===== config.mk =====
export PLATFORM = sky130hd
export DESIGN_NAME = txs_stack
export DESIGN_NICKNAME = d
export VERILOG_FILES = /design/src/rtl/txs_pkg.sv /design/src/rtl/txs_ctrl.sv /design/src/rtl/txs_store.sv /design/src/rtl/txs_halt.sv /design/src/rtl/txs_stack.sv
export SDC_FILE = /design/constraint.sdc
export NUM_CORES = 1
export LEC_CHECK = 0
export BUFFER_PORTS_ARGS = -buffer_cell sky130_fd_sc_hd__buf_2
export CAP_MARGIN = 30
export CORE_ASPECT_RATIO = 1.4
export CORE_MARGIN = 3
export CORE_UTILIZATION = 25
export DETAILED_ROUTE_END_ITERATION = 8
export PLACE_DENSITY = 0.37
export SLEW_MARGIN = 20
export SYNTH_ARGS = -nofsm -noshare
export SYNTH_HDL_FRONTEND = slang
export SYNTH_SLANG_ARGS = --single-unit

===== constraint.sdc =====
create_clock -name clk -period 3.3 [get_ports clk]
set_input_delay 0.66 -clock clk [delete_from_list [all_inputs] [get_ports clk]]
set_output_delay 0.66 -clock clk [all_outputs]
set_load 0.01 [all_outputs]

===== src/rtl/txs_pkg.sv =====
package txs_pkg;

    localparam int FLAG_W   = 4;
    localparam int STAT_W   = 8;
    localparam int BIT_DONE = 7;
    localparam int BIT_OVF  = 2;

    typedef enum logic [1:0] {
        OCC_EMPTY,
        OCC_PARTIAL,
        OCC_FULL
    } occ_state_e;

    // flags: [3] intr request, [2] jabber, [1] underrun, [0] max collisions
    function automatic logic [STAT_W-1:0] make_entry(input logic [FLAG_W-1:0] flags);
        return {1'b1, flags, 3'b000};
    endfunction

    function automatic logic needs_reset(input logic [FLAG_W-1:0] flags);
        return flags[2] | flags[1];
    endfunction

endpackage


===== src/rtl/txs_ctrl.sv =====
module txs_ctrl
    import txs_pkg::*;
#(
    parameter int DEPTH = 4,
    localparam int IDX_W = (DEPTH > 1) ? $clog2(DEPTH) : 1,
    localparam int CNT_W = $clog2(DEPTH + 1)
) (
    input  logic             clk,
    input  logic             rst_n,
    input  logic             tx_reset,
    input  logic             push,
    input  logic             pop,
    output occ_state_e       state,
    output logic             wr_en,
    output logic [IDX_W-1:0] wr_idx,
    output logic [IDX_W-1:0] rd_idx,
    output logic             mark_en,
    output logic [IDX_W-1:0] mark_idx
);

    localparam logic [IDX_W-1:0] LAST_IDX = IDX_W'(DEPTH - 1);
    localparam logic [CNT_W-1:0] CNT_MAX  = CNT_W'(DEPTH);

    occ_state_e       state_q, state_d;
    logic [CNT_W-1:0] cnt_q;
    logic [IDX_W-1:0] wr_q, rd_q;
    logic             pop_ok, push_ok, drop;

    always_comb begin
        pop_ok  = pop && (state_q != OCC_EMPTY);
        push_ok = push && ((state_q != OCC_FULL) || pop_ok);
        drop    = push && (state_q == OCC_FULL) && !pop_ok;
    end

    always_comb begin
        state_d = state_q;
        unique case (state_q)
            OCC_EMPTY:
                if (push_ok) state_d = OCC_PARTIAL;
            OCC_PARTIAL:
                if (push_ok && !pop_ok && cnt_q == CNT_MAX - 1'b1)
                    state_d = OCC_FULL;
                else if (pop_ok && !push_ok && cnt_q == CNT_W'(1))
                    state_d = OCC_EMPTY;
            OCC_FULL:
                if (pop_ok && !push_ok) state_d = OCC_PARTIAL;
            default:
                state_d = OCC_EMPTY;
        endcase
    end

    always_ff @(posedge clk) begin
        if (!rst_n || tx_reset) state_q <= OCC_EMPTY;
        else                    state_q <= state_d;
    end

    always_ff @(posedge clk) begin
        if (!rst_n || tx_reset) begin
            cnt_q <= '0;
            wr_q  <= '0;
            rd_q  <= '0;
        end else begin
            if (push_ok && !pop_ok)      cnt_q <= cnt_q + 1'b1;
            else if (pop_ok && !push_ok) cnt_q <= cnt_q - 1'b1;
            if (push_ok) wr_q <= (wr_q == LAST_IDX) ? '0 : wr_q + 1'b1;
            if (pop_ok)  rd_q <= (rd_q == LAST_IDX) ? '0 : rd_q + 1'b1;
        end
    end

    always_comb begin
        state    = state_q;
        wr_en    = push_ok && !tx_reset;
        wr_idx   = wr_q;
        rd_idx   = rd_q;
        mark_en  = drop && !tx_reset;
        mark_idx = (wr_q == '0) ? LAST_IDX : wr_q - 1'b1;
    end

    AST_CNT_BOUND: assert property (@(posedge clk) disable iff (!rst_n)
        cnt_q <= CNT_MAX);
    AST_EMPTY_MATCHES_CNT: assert property (@(posedge clk) disable iff (!rst_n)
        (state_q == OCC_EMPTY) == (cnt_q == '0));
    AST_FULL_MATCHES_CNT: assert property (@(posedge clk) disable iff (!rst_n)
        (state_q == OCC_FULL) == (cnt_q == CNT_MAX));
    AST_DROP_STAYS_FULL: assert property (@(posedge clk) disable iff (!rst_n)
        (state_q == OCC_FULL && push && !pop && !tx_reset) |=> state_q == OCC_FULL);
    AST_EMPTY_POP_NOOP: assert property (@(posedge clk) disable iff (!rst_n)
        (state_q == OCC_EMPTY && pop && !push && !tx_reset) |=> state_q == OCC_EMPTY);
    AST_TXRESET_EMPTIES: assert property (@(posedge clk) disable iff (!rst_n)
        tx_reset |=> state_q == OCC_EMPTY);

endmodule


===== src/rtl/txs_store.sv =====
module txs_store
    import txs_pkg::*;
#(
    parameter int DEPTH = 4,
    localparam int IDX_W = (DEPTH > 1) ? $clog2(DEPTH) : 1
) (
    input  logic              clk,
    input  logic              rst_n,
    input  logic              wr_en,
    input  logic [IDX_W-1:0]  wr_idx,
    input  logic [STAT_W-1:0] wr_data,
    input  logic              mark_en,
    input  logic [IDX_W-1:0]  mark_idx,
    input  logic [IDX_W-1:0]  rd_idx,
    output logic [STAT_W-1:0] rd_data
);

    logic [STAT_W-1:0] slot [DEPTH];

    for (genvar i = 0; i < DEPTH; i++) begin : g_slot
        always_ff @(posedge clk) begin
            if (!rst_n)
                slot[i] <= '0;
            else if (wr_en && wr_idx == IDX_W'(i))
                slot[i] <= wr_data;
            else if (mark_en && mark_idx == IDX_W'(i))
                slot[i][BIT_OVF] <= 1'b1;
        end
    end

    assign rd_data = slot[rd_idx];

    AST_MARK_NOT_WRITE: assert property (@(posedge clk) disable iff (!rst_n)
        !(wr_en && mark_en));

endmodule


===== src/rtl/txs_halt.sv =====
module txs_halt
    import txs_pkg::*;
(
    input  logic              clk,
    input  logic              rst_n,
    input  logic              tx_reset,
    input  logic              push,
    input  logic [FLAG_W-1:0] push_flags,
    output logic              halted
);

    always_ff @(posedge clk) begin
        if (!rst_n || tx_reset)                halted <= 1'b0;
        else if (push && needs_reset(push_flags)) halted <= 1'b1;
    end

    AST_HALT_STICKY: assert property (@(posedge clk) disable iff (!rst_n)
        (halted && !tx_reset) |=> halted);
    AST_HALT_CLEARS: assert property (@(posedge clk) disable iff (!rst_n)
        tx_reset |=> !halted);

endmodule


===== src/rtl/txs_stack.sv =====
module txs_stack
    import txs_pkg::*;
#(
    parameter int DEPTH = 4,
    localparam int IDX_W = (DEPTH > 1) ? $clog2(DEPTH) : 1
) (
    input  logic       clk,
    input  logic       rst_n,
    input  logic       tx_reset,
    input  logic       push,
    input  logic [3:0] push_flags,
    input  logic       host_wr,
    output logic [7:0] stat_rd,
    output logic       stat_pending,
    output logic       tx_halted
);

    occ_state_e        state;
    logic              wr_en, mark_en;
    logic [IDX_W-1:0]  wr_idx, rd_idx, mark_idx;
    logic [STAT_W-1:0] top_byte;

    txs_ctrl #(.DEPTH(DEPTH)) u_ctrl (
        .clk      (clk),
        .rst_n    (rst_n),
        .tx_reset (tx_reset),
        .push     (push),
        .pop      (host_wr),
        .state    (state),
        .wr_en    (wr_en),
        .wr_idx   (wr_idx),
        .rd_idx   (rd_idx),
        .mark_en  (mark_en),
        .mark_idx (mark_idx)
    );

    txs_store #(.DEPTH(DEPTH)) u_store (
        .clk      (clk),
        .rst_n    (rst_n),
        .wr_en    (wr_en),
        .wr_idx   (wr_idx),
        .wr_data  (make_entry(push_flags)),
        .mark_en  (mark_en),
        .mark_idx (mark_idx),
        .rd_idx   (rd_idx),
        .rd_data  (top_byte)
    );

    txs_halt u_halt (
        .clk        (clk),
        .rst_n      (rst_n),
        .tx_reset   (tx_reset),
        .push       (push),
        .push_flags (push_flags),
        .halted     (tx_halted)
    );

    always_comb begin
        stat_pending = (state != OCC_EMPTY);
        stat_rd      = stat_pending ? top_byte : '0;
    end

    AST_TOP_FORMAT: assert property (@(posedge clk) disable iff (!rst_n)
        stat_pending |-> (stat_rd[BIT_DONE] && stat_rd[1:0] == 2'b00));
    AST_FULL_PUSH_BLOCKS_WRITE: assert property (@(posedge clk) disable iff (!rst_n)
        (state == OCC_FULL && push && !host_wr) |-> !wr_en);

endmodule


# == Word level (Yosys, flattened, before mapping) ==
# Memories as Yosys holds them, arrays and structs flattened. A register that Yosys moved wholly into a read port is not among the register bits.
# Index checks and enable logic that the tools add are counted.
# word_totals
regBits,10
ram_bits,24
inputBits,9
out_inout_bits,10
elab_cells,116
memories,1
# op_classes
addsub,5
n_eq_ne,15
muxes,50
bitwise_logic,9
reduce_logical,31
# mem_list
memory,words,word_bits,read_ports,rd_ports_with_merged_regs,write_ports,line_no,source
u_store.slot,4,6,1,1,4,txs_store.sv:18,logic [STAT_W-1:0] slot [DEPTH];
# op_table
cell,count
1-bit 2-to-1 mux,33
6-bit 2-to-1 mux,4
1-bit logical AND,19
2-bit 2-to-1 mux,9
"2-bit equality test, second input constant",6
1-bit OR,9
8-bit 2-to-1 mux,1
"2-bit by 1-bit equality test with 1-bit output, second input constant",3
2-bit zero test,3
3-bit 2-to-1 mux,2
2-bit one-hot mux with 3 select lines,1
"2-bit by 1-bit adder with 2-bit output, second input constant",2
1-bit zero test,4
"2-bit inequality test, second input constant",2
2-bit nonzero test,2
"3-bit by 1-bit adder with 3-bit output, second input constant",1
"3-bit by 1-bit equality test with 1-bit output, second input constant",1
"3-bit by 2-bit equality test with 1-bit output, second input constant",1
"3-bit by 1-bit inequality test with 1-bit output, second input constant",1
3-bit AND reduction,1
"3-bit by 1-bit subtractor with 3-bit output, second input constant",1
1-bit logical OR,2
"2-bit by 1-bit inequality test with 1-bit output, second input constant",1
"2-bit by 1-bit subtractor with 2-bit output, second input constant",1

# == Longest topological paths before layout ==
# Gate-level depths: netlist (run 1).
# logic_depth
depth_word,11
mapped_depth,6
depth_no_buf,6

# == Hierarchy ==
# From an unflattened synthesis (run 1), not the netlist that was laid out.
# unflattened
hier_cells,181
area_unflattened_um2,2238.4
# modules_own_cells
module,n_inst,cells_per_inst,area_per_inst_um2,seq_area_each_um2
txs_store,1,97,1524.0,960.9
txs_ctrl,1,67,578.1,180.2
txs_stack,1,13,92.6,0.0
txs_halt,1,4,43.8,20.0

# == Least setup slack after synthesis (run 1) ==
# OpenSTA, ideal clock, no wires.
# synth_timing
kind,register -> output
from,register with a tool-made name
to,output stat_rd[2]
arrival_time_ns,1.168
required_ns,2.640
setup_slack_ns,1.472
stages_incl_launch_ff,4
n_path_buf,1
cell_sequence,dfxtp_1 -> buf_2 -> mux4_2 -> and2_1
# synth_lines
item,line_no,source
end: declaration,txs_stack.sv:13,"output logic [7:0] stat_rd,"

==> results of run 1 <==
## tightest hold or removal path: stages (launching register included)
cell,delay (ps)
dfxtp_1,310
inv_1,50
a21oi_1,50
## power breakdown
| part | internal (mW) | total (mW) | switching, mW |
|---|---|---|---|
| clock | 0.224 | 0.394 | 0.170 |
| combinational | 0.0285 | 0.0736 | 0.0451 |
| sequential | 0.494 | 0.502 | 0.00816 |
## flip-flops by register name (all words and copies together) (netlist names), named ones only
register / flops
u_ctrl.state: 2
u_ctrl.rd_idx: 2
u_halt.halted: 1
u_ctrl.wr_idx: 2
u_store.slot: 24
u_ctrl.cnt_q: 3
## per-layer routing
layer | up-vias | track usage | part of all wire
met5 | - | 0 | 0
met4 | 0 | 0.0418 | 0.011
met3 | 4 | 0.0283 | 0.032
met2 | 28 | 0.188 | 0.54
met1 | 593 | 0.113 | 0.41
li1 | 616 | - | -
## worst min-delay path by stage
| stage | cells past startpoint | slack, ps | to |
|---|---|---|---|
| 6_report | 2 | 450 | u_halt.halted$_SDFFE_PP0P_ |
| 5_1_grt | 2 | 490 | u_halt.halted$_SDFFE_PP0P_ |
| 4_1_cts | 2 | 460 | u_halt.halted$_SDFFE_PP0P_ |
| 3_5_place_dp | 2 | 450 | u_halt.halted$_SDFFE_PP0P_ |
| 3_3_place_gp | 2 | 440 | u_halt.halted$_SDFFE_PP0P_ |
| 2_1_floorplan | 2 | 450 | u_store.slot[2][5]$_SDFFE_PN1N_ |
## cells by family after synthesis
kind of cell | Yosys count | share of synthesized area
compound gates | 22 | 0.0733
buf+inv | 18 | 0.0424
other cells | 1 | 0.00202
fa+ha+maj | 10 | 0.0672
xor+xnor | 1 | 0.00471
mux | 12 | 0.105
flops | 36 | 0.511
simple gates | 66 | 0.194
## cell type report
| type | count | share of cell area |
|---|---|---|
| repair buffers | 16 | 0.0375 |
| clock buffers | 5 | 0.0322 |
| inverters | 11 | 0.0193 |
| flip-flops and latches | 36 | 0.445 |
| multi-input cells | 113 | 0.391 |
| clock inverters | 3 | 0.0199 |
| well taps | 95 | 0.0556 |
## synthesized netlist by cell type (all sizes together), types with 3 or more instances
| master | number |
|---|---|
| a21oi | 8 |
| and2 | 13 |
| and3 | 13 |
| buf | 5 |
| dfxtp | 13 |
| edfxtp | 23 |
| ha | 10 |
| inv | 11 |
| mux2i | 6 |
| mux4 | 6 |
| nand2 | 10 |
| nand2b | 5 |
| nor2 | 13 |
| nor2b | 3 |
| nor3 | 3 |
| o21ai | 7 |
==> run summary, run 1 <==
share of the synthesized area in the top cell type = 0.371
dpl cells = 271
Max H-tree Level = 2
skew final = 6.47 ps
Syn Area/Cell = 11.2 µm²
drt wl/cell = 14.9 µm
Hold Fails Final Rpt = 0
Pwr Density = 454 nW/µm²
Antenna Cells = 0
Core ar. = 7120 µm²
critical path launch point type = register
Cell variety after synth = 34
layout cells sized above 1 = 0.185
Detailed Route WL = 4160 µm
Row Count = 36
Fillers = 764
initial antenna violation count = 0
CP peak stage delay = 610 ps
most frequent cells in the layout = 23 x edfxtp_1, 16 x buf_2
VDD IR max = 171 µV
pre-CTS setup slack = 1060 ps
initial core utilization = 0.261
hpwl dp = 3070 µm
Hold Crit Class = register to register
first-pass GRT wire length = 6610 µm
clock-pin slew on the worst setup and hold paths = 80 ps
vias in the first global route = 1268
clk root buf = clkbuf_8
max-cap viol count = 0
Post-layout nets = 202
Ports = 19
Critical R2R Capture = u_store.slot[1][2]$_SDFFCE_PN0P_
Global Route Usage Sum = 0.104
post-CTS sizing = 0
Async SR Flop Fraction = 0
vias = 1241
Post-Synthesis Cells = 166
Synth Register Bits = 36
worst-margin pin slew = 771 ps
status = finished clean
Area growth syn-to-layout = 14.9%
CP max stage cell = dfxtp_1
DRT antenna net count = 0
Reg2Reg Depth = 4
Final Critical Period = 2410 ps
Clk Latency, worst-skew pair = 290 ps
clock buffer count from CTS = 5
top_reg_cell synth = edfxtp_1
crit end category = output port
Die H = 108 µm
family with the most delay on the worst path = flip-flops
first-pass detailed-route iteration total = 4
Setup-failing EPs final = 0
setup TNS = 0 ps
post-synth top area cell = edfxtp_1
register area share after synthesis = 0.511
final instance area = 2140 µm²
CP required = 2640 ps
pin count of the biggest net entering global routing = 16
Iteration-0 DRC Markers = 55
Die Width = 78.9 µm
f_max = 0.415 GHz
dpl cell area = 2030 µm²
Max Slew Vio Count = 0
WP buf/inv = 1
setup slack after layout = 890 ps
R2R setup slack = 1500 ps
EDFF count, synth = 23
Crit Path Max Fanout = 6
Via density = 4.45
Arrival @ worst endpoint = 1750 ps
DRC viols = 0
gpl congestion = 0.754
Hold Slack = 454 ps
reg2reg start = u_ctrl.state[0]$_SDFFE_PP0P_
Post CTS Setup Buffer Count = 0
Seq. cell area = 951 µm²
Crit Path Class = register to output port
Leak = 0.881 nW
total global routing overflow = 0
top post-synthesis cells by area = edfxtp_1 37%, dfxtp_1 14%, mux4_2 7.3%
Critical Path Stages = 3
CTS tree = yes
unrepaired setup endpoints after global routing = no
crit path to = stat_rd[4]
Multi-input gate area = 835 µm²
commonest non-fill, non-tap cell in the layout = edfxtp_1
# hold bufs at CTS = 0
Finished Layout Cells = 279
Post-Syn Area = 1860 µm²
fin crit share = 0.730
Max-slew headroom = 0.484
Synth Warn # = 0
CTS sink count = 36
Die Area = 8530 µm²
CP cell instances = mux4_2 > and2_1 > buf_2
Overall Power = 969 µW
HP Start = u_halt.halted$_SDFFE_PP0P_
# port buffers = 16
clk buf depth = 2
post-route core utilization = 0.300
(Power assumes the default switching activity.)
==> run 2: changes to the inputs <==
Settings changed: ABC_AREA set to 1.
Clock period 3.3 ns to 2.5 ns, I/O delays scaled along.
==> run 2 against run 1 <==
Effect of this change:
- clock power is 29% higher
- sequential cell count stayed put
- clock-buffer cell count is 1 higher
- sequential share of layout area is 0.39 points lower
- non-clock buffer count stayed put
- utilization is 0.26 points higher
- synthesized cell count is 26% higher
- global-route usage is 0.57 points higher
- first-iteration DRC count is 7.3% higher
- via count is 8.4% higher
- power is 33% higher
- largest power group unchanged
==> run summary, run 2 <==
vias in the first global route = 1375 (+8.4%)
Clk Latency, worst-skew pair = 280 ps (about the same)
critical path launch point type = register
clock buffer count from CTS = 5 (unchanged)
Max H-tree Level = 2 (unchanged)
Multi-input gate area = 796 µm² (-4.6%)
max reg flops = 24 (unchanged)
post-CTS sizing = 0 (unchanged)
Setup-failing EPs final = 0 (unchanged)
skew final = 5.38 ps (-1.08 ps)
DRC viols = 0 (unchanged)
routing usage on met2 = 0.199 (+0.0111)
Post-Synthesis Cells = 209 (+26%)
status = finished clean
top_reg_cell synth = edfxtp_1
CTS sink count = 36 (unchanged)
Post-Syn Area = 1880 µm² (+0.87%)
Leak = 0.932 nW (+5.9%)
# hold bufs at CTS = 0 (unchanged)
most frequent cells in the layout = 49 x nor2_1, 23 x edfxtp_1, 19 x inv_1
Die Width = 79.2 µm (+0.40%)
Crit Path Class = register to output port
layout cells sized above 1 = 0.201 (+0.0161)
P_sw = 302 µW (+36%)
Die Area = 8600 µm² (+0.81%)
clock share of power = 0.396 (-0.010)
top post-synthesis cells by area = edfxtp_1 37%, dfxtp_1 14%, nor2_1 9.8%
setup TNS = 0 ps (unchanged)
drt wl/cell = 13.2 µm (-11%)
first-pass GRT wire length = 7020 µm (+6.3%)
Antenna Cells = 0 (unchanged)
post-synth top area cell = edfxtp_1
Seq. cell area = 951 µm² (unchanged)
Area growth syn-to-layout = 14.9% (about the same)
gpl congestion = 0.785 (+4.1%)
Core ar. = 7120 µm² (unchanged)
combinational share of power = 0.087 (+0.011)
vias = 1345 (+8.4%)
Max Slew Vio Count = 0 (unchanged)
Ports = 19 (unchanged)
Internal Dissipation = 986 µW (+32%)
CP required = 2000 ps (-640 ps)
hpwl dp = 3470 µm (+13%)
clk buf depth = 2 (unchanged)
Global Route Usage Sum = 0.110 (+0.00571)
Detailed Route WL = 4290 µm (+3.2%)
Fillers = 808 (+5.8%)
met1 Track Usage GR = 0.122 (+0.00834)
EDFF count, synth = 23 (unchanged)
setup slack after layout = 393 ps (-497 ps)
Post-layout nets = 247 (+22%)
Row Count = 36 (unchanged)
# port buffers = 16 (unchanged)
first-pass detailed-route iteration total = 4 (unchanged)
most frequent cell after synthesis = nor2_1
Overall Power = 1.29 mW (+33%)
clk root buf = clkbuf_8
DRT antenna net count = 0 (unchanged)
share of the synthesized area in the top cell type = 0.368 (-0.00322)
fin crit share = 0.843
Most Crowded Layer GR = met2
total global routing overflow = 0 (unchanged)
Crit Path Max Fanout = 13 (+7)
commonest non-fill, non-tap cell in the layout = nor2_1
initial core utilization = 0.264 (+0.00229)
max-cap viol count = 0 (unchanged)
Pwr Density = 597 nW/µm² (+32%)
Cell variety after synth = 26 (-24%)
Synth Warn # = 0 (unchanged)
pin count of the biggest net entering global routing = 14 (-2)
biggest regs = u_store.slot x24, u_ctrl.cnt_q x3
CTS tree = yes
Final Critical Period = 2110 ps
Hold Crit Class = register to register
Hold Fails Final Rpt = 0 (unchanged)
pre-CTS setup slack = 682 ps (-376 ps)
commonest cells in the netlist = 49 x nor2_1, 23 x edfxtp_1, 19 x inv_1
unrepaired setup endpoints after global routing = no
Die H = 109 µm (+0.41%)
Syn Area/Cell = 8.98 µm² (-20%)
Synth Register Bits = 36 (unchanged)
Async SR Flop Fraction = 0 (unchanged)
initial antenna violation count = 0 (unchanged)
Via density = 4.15 (-6.7%)
Most flops, register = u_store.slot
f_max = 0.475 GHz
Reg power frac = 0.517 (about the same)
Post CTS Setup Buffer Count = 0 (unchanged)
Switching Share = 0.235 (+0.00459)
Arrival @ worst endpoint = 1610 ps (-140 ps)
register area share after synthesis = 0.507 (-0.00443)
clock-pin slew on the worst setup and hold paths = 70 ps (about the same)
grt met3 use = 0.0225 (-0.00583)
VDD IR max = 237 µV (+39%)
Iteration-0 DRC Markers = 59 (+7.3%)
crit end category = output port
## run 2: cell type report
cell class | instances | area share
clock buffers | 6 | 0.0337
repair buffers | 16 | 0.0371
well taps | 95 | 0.0551
clock inverters | 2 | 0.0163
multi-input cells | 143 | 0.369
flip-flops and latches | 36 | 0.441
inverters | 26 | 0.0476
## run 2: critical path, stage by stage (launching register included)
cell     delay (ps)
dfxtp_1         530
inv_1           250
a21oi_1         190
o21ai_0          90
a21oi_1         120
buf_2           140
## run 2: path summary, 6_finish.rpt
check,from,endpoint,slack (ps),cells after the start
setup reg to reg,u_ctrl.state[0]$_SDFFE_PP0P_,u_store.slot[1][2]$_SDFFCE_PN0P_,1040,8
hold reg to reg,u_halt.halted$_SDFFE_PP0P_,u_halt.halted$_SDFFE_PP0P_,470,2
setup / recovery,register,stat_rd[7],390,5
hold / removal,u_halt.halted$_SDFFE_PP0P_,u_halt.halted$_SDFFE_PP0P_,470,2
## run 2: logic make-up after synthesis
family / after synthesis / share of synthesized area
AOI/OAI and AO/OA: 37 / 0.102
xor gates and xnor gates: 1 / 0.00467
adders and majority gates: 10 / 0.0667
buffers and inverters: 31 / 0.0713
DFF: 36 / 0.507
other: 1 / 0.00200
and+or+nand+nor: 93 / 0.247
## run 2: metal layers
layer / wire (µm) / part of all wire
met4: 109 / 0.025
met3: 110 / 0.026
met5: 0 / 0
met1: 1760 / 0.41
met2: 2310 / 0.54
## run 2: through the flow
stage / utilization / hold slack [ps] / std cells / instance area (µm²)
after global routing: 0.303 / 492 / 324 / 2160
after CTS: 0.303 / 485 / 324 / 2160
final: 0.303 / 475 / 324 / 2160
after floorplan: - / 451 / 210 / 1880
after global placement: 0.288 / 459 / 316 / 2050
after detailed placement: 0.288 / 466 / 316 / 2050
## run 2: power by group through the flow
stage          logic [mW]  registers (mW)  clock network [mW]
5_1_grt             0.129           0.669               0.547
4_1_cts             0.115           0.667               0.528
3_3_place_gp        0.116           0.682                   0
2_1_floorplan      0.0827           0.675                   0
3_5_place_dp        0.115           0.681                   0
6_report            0.112           0.666               0.509
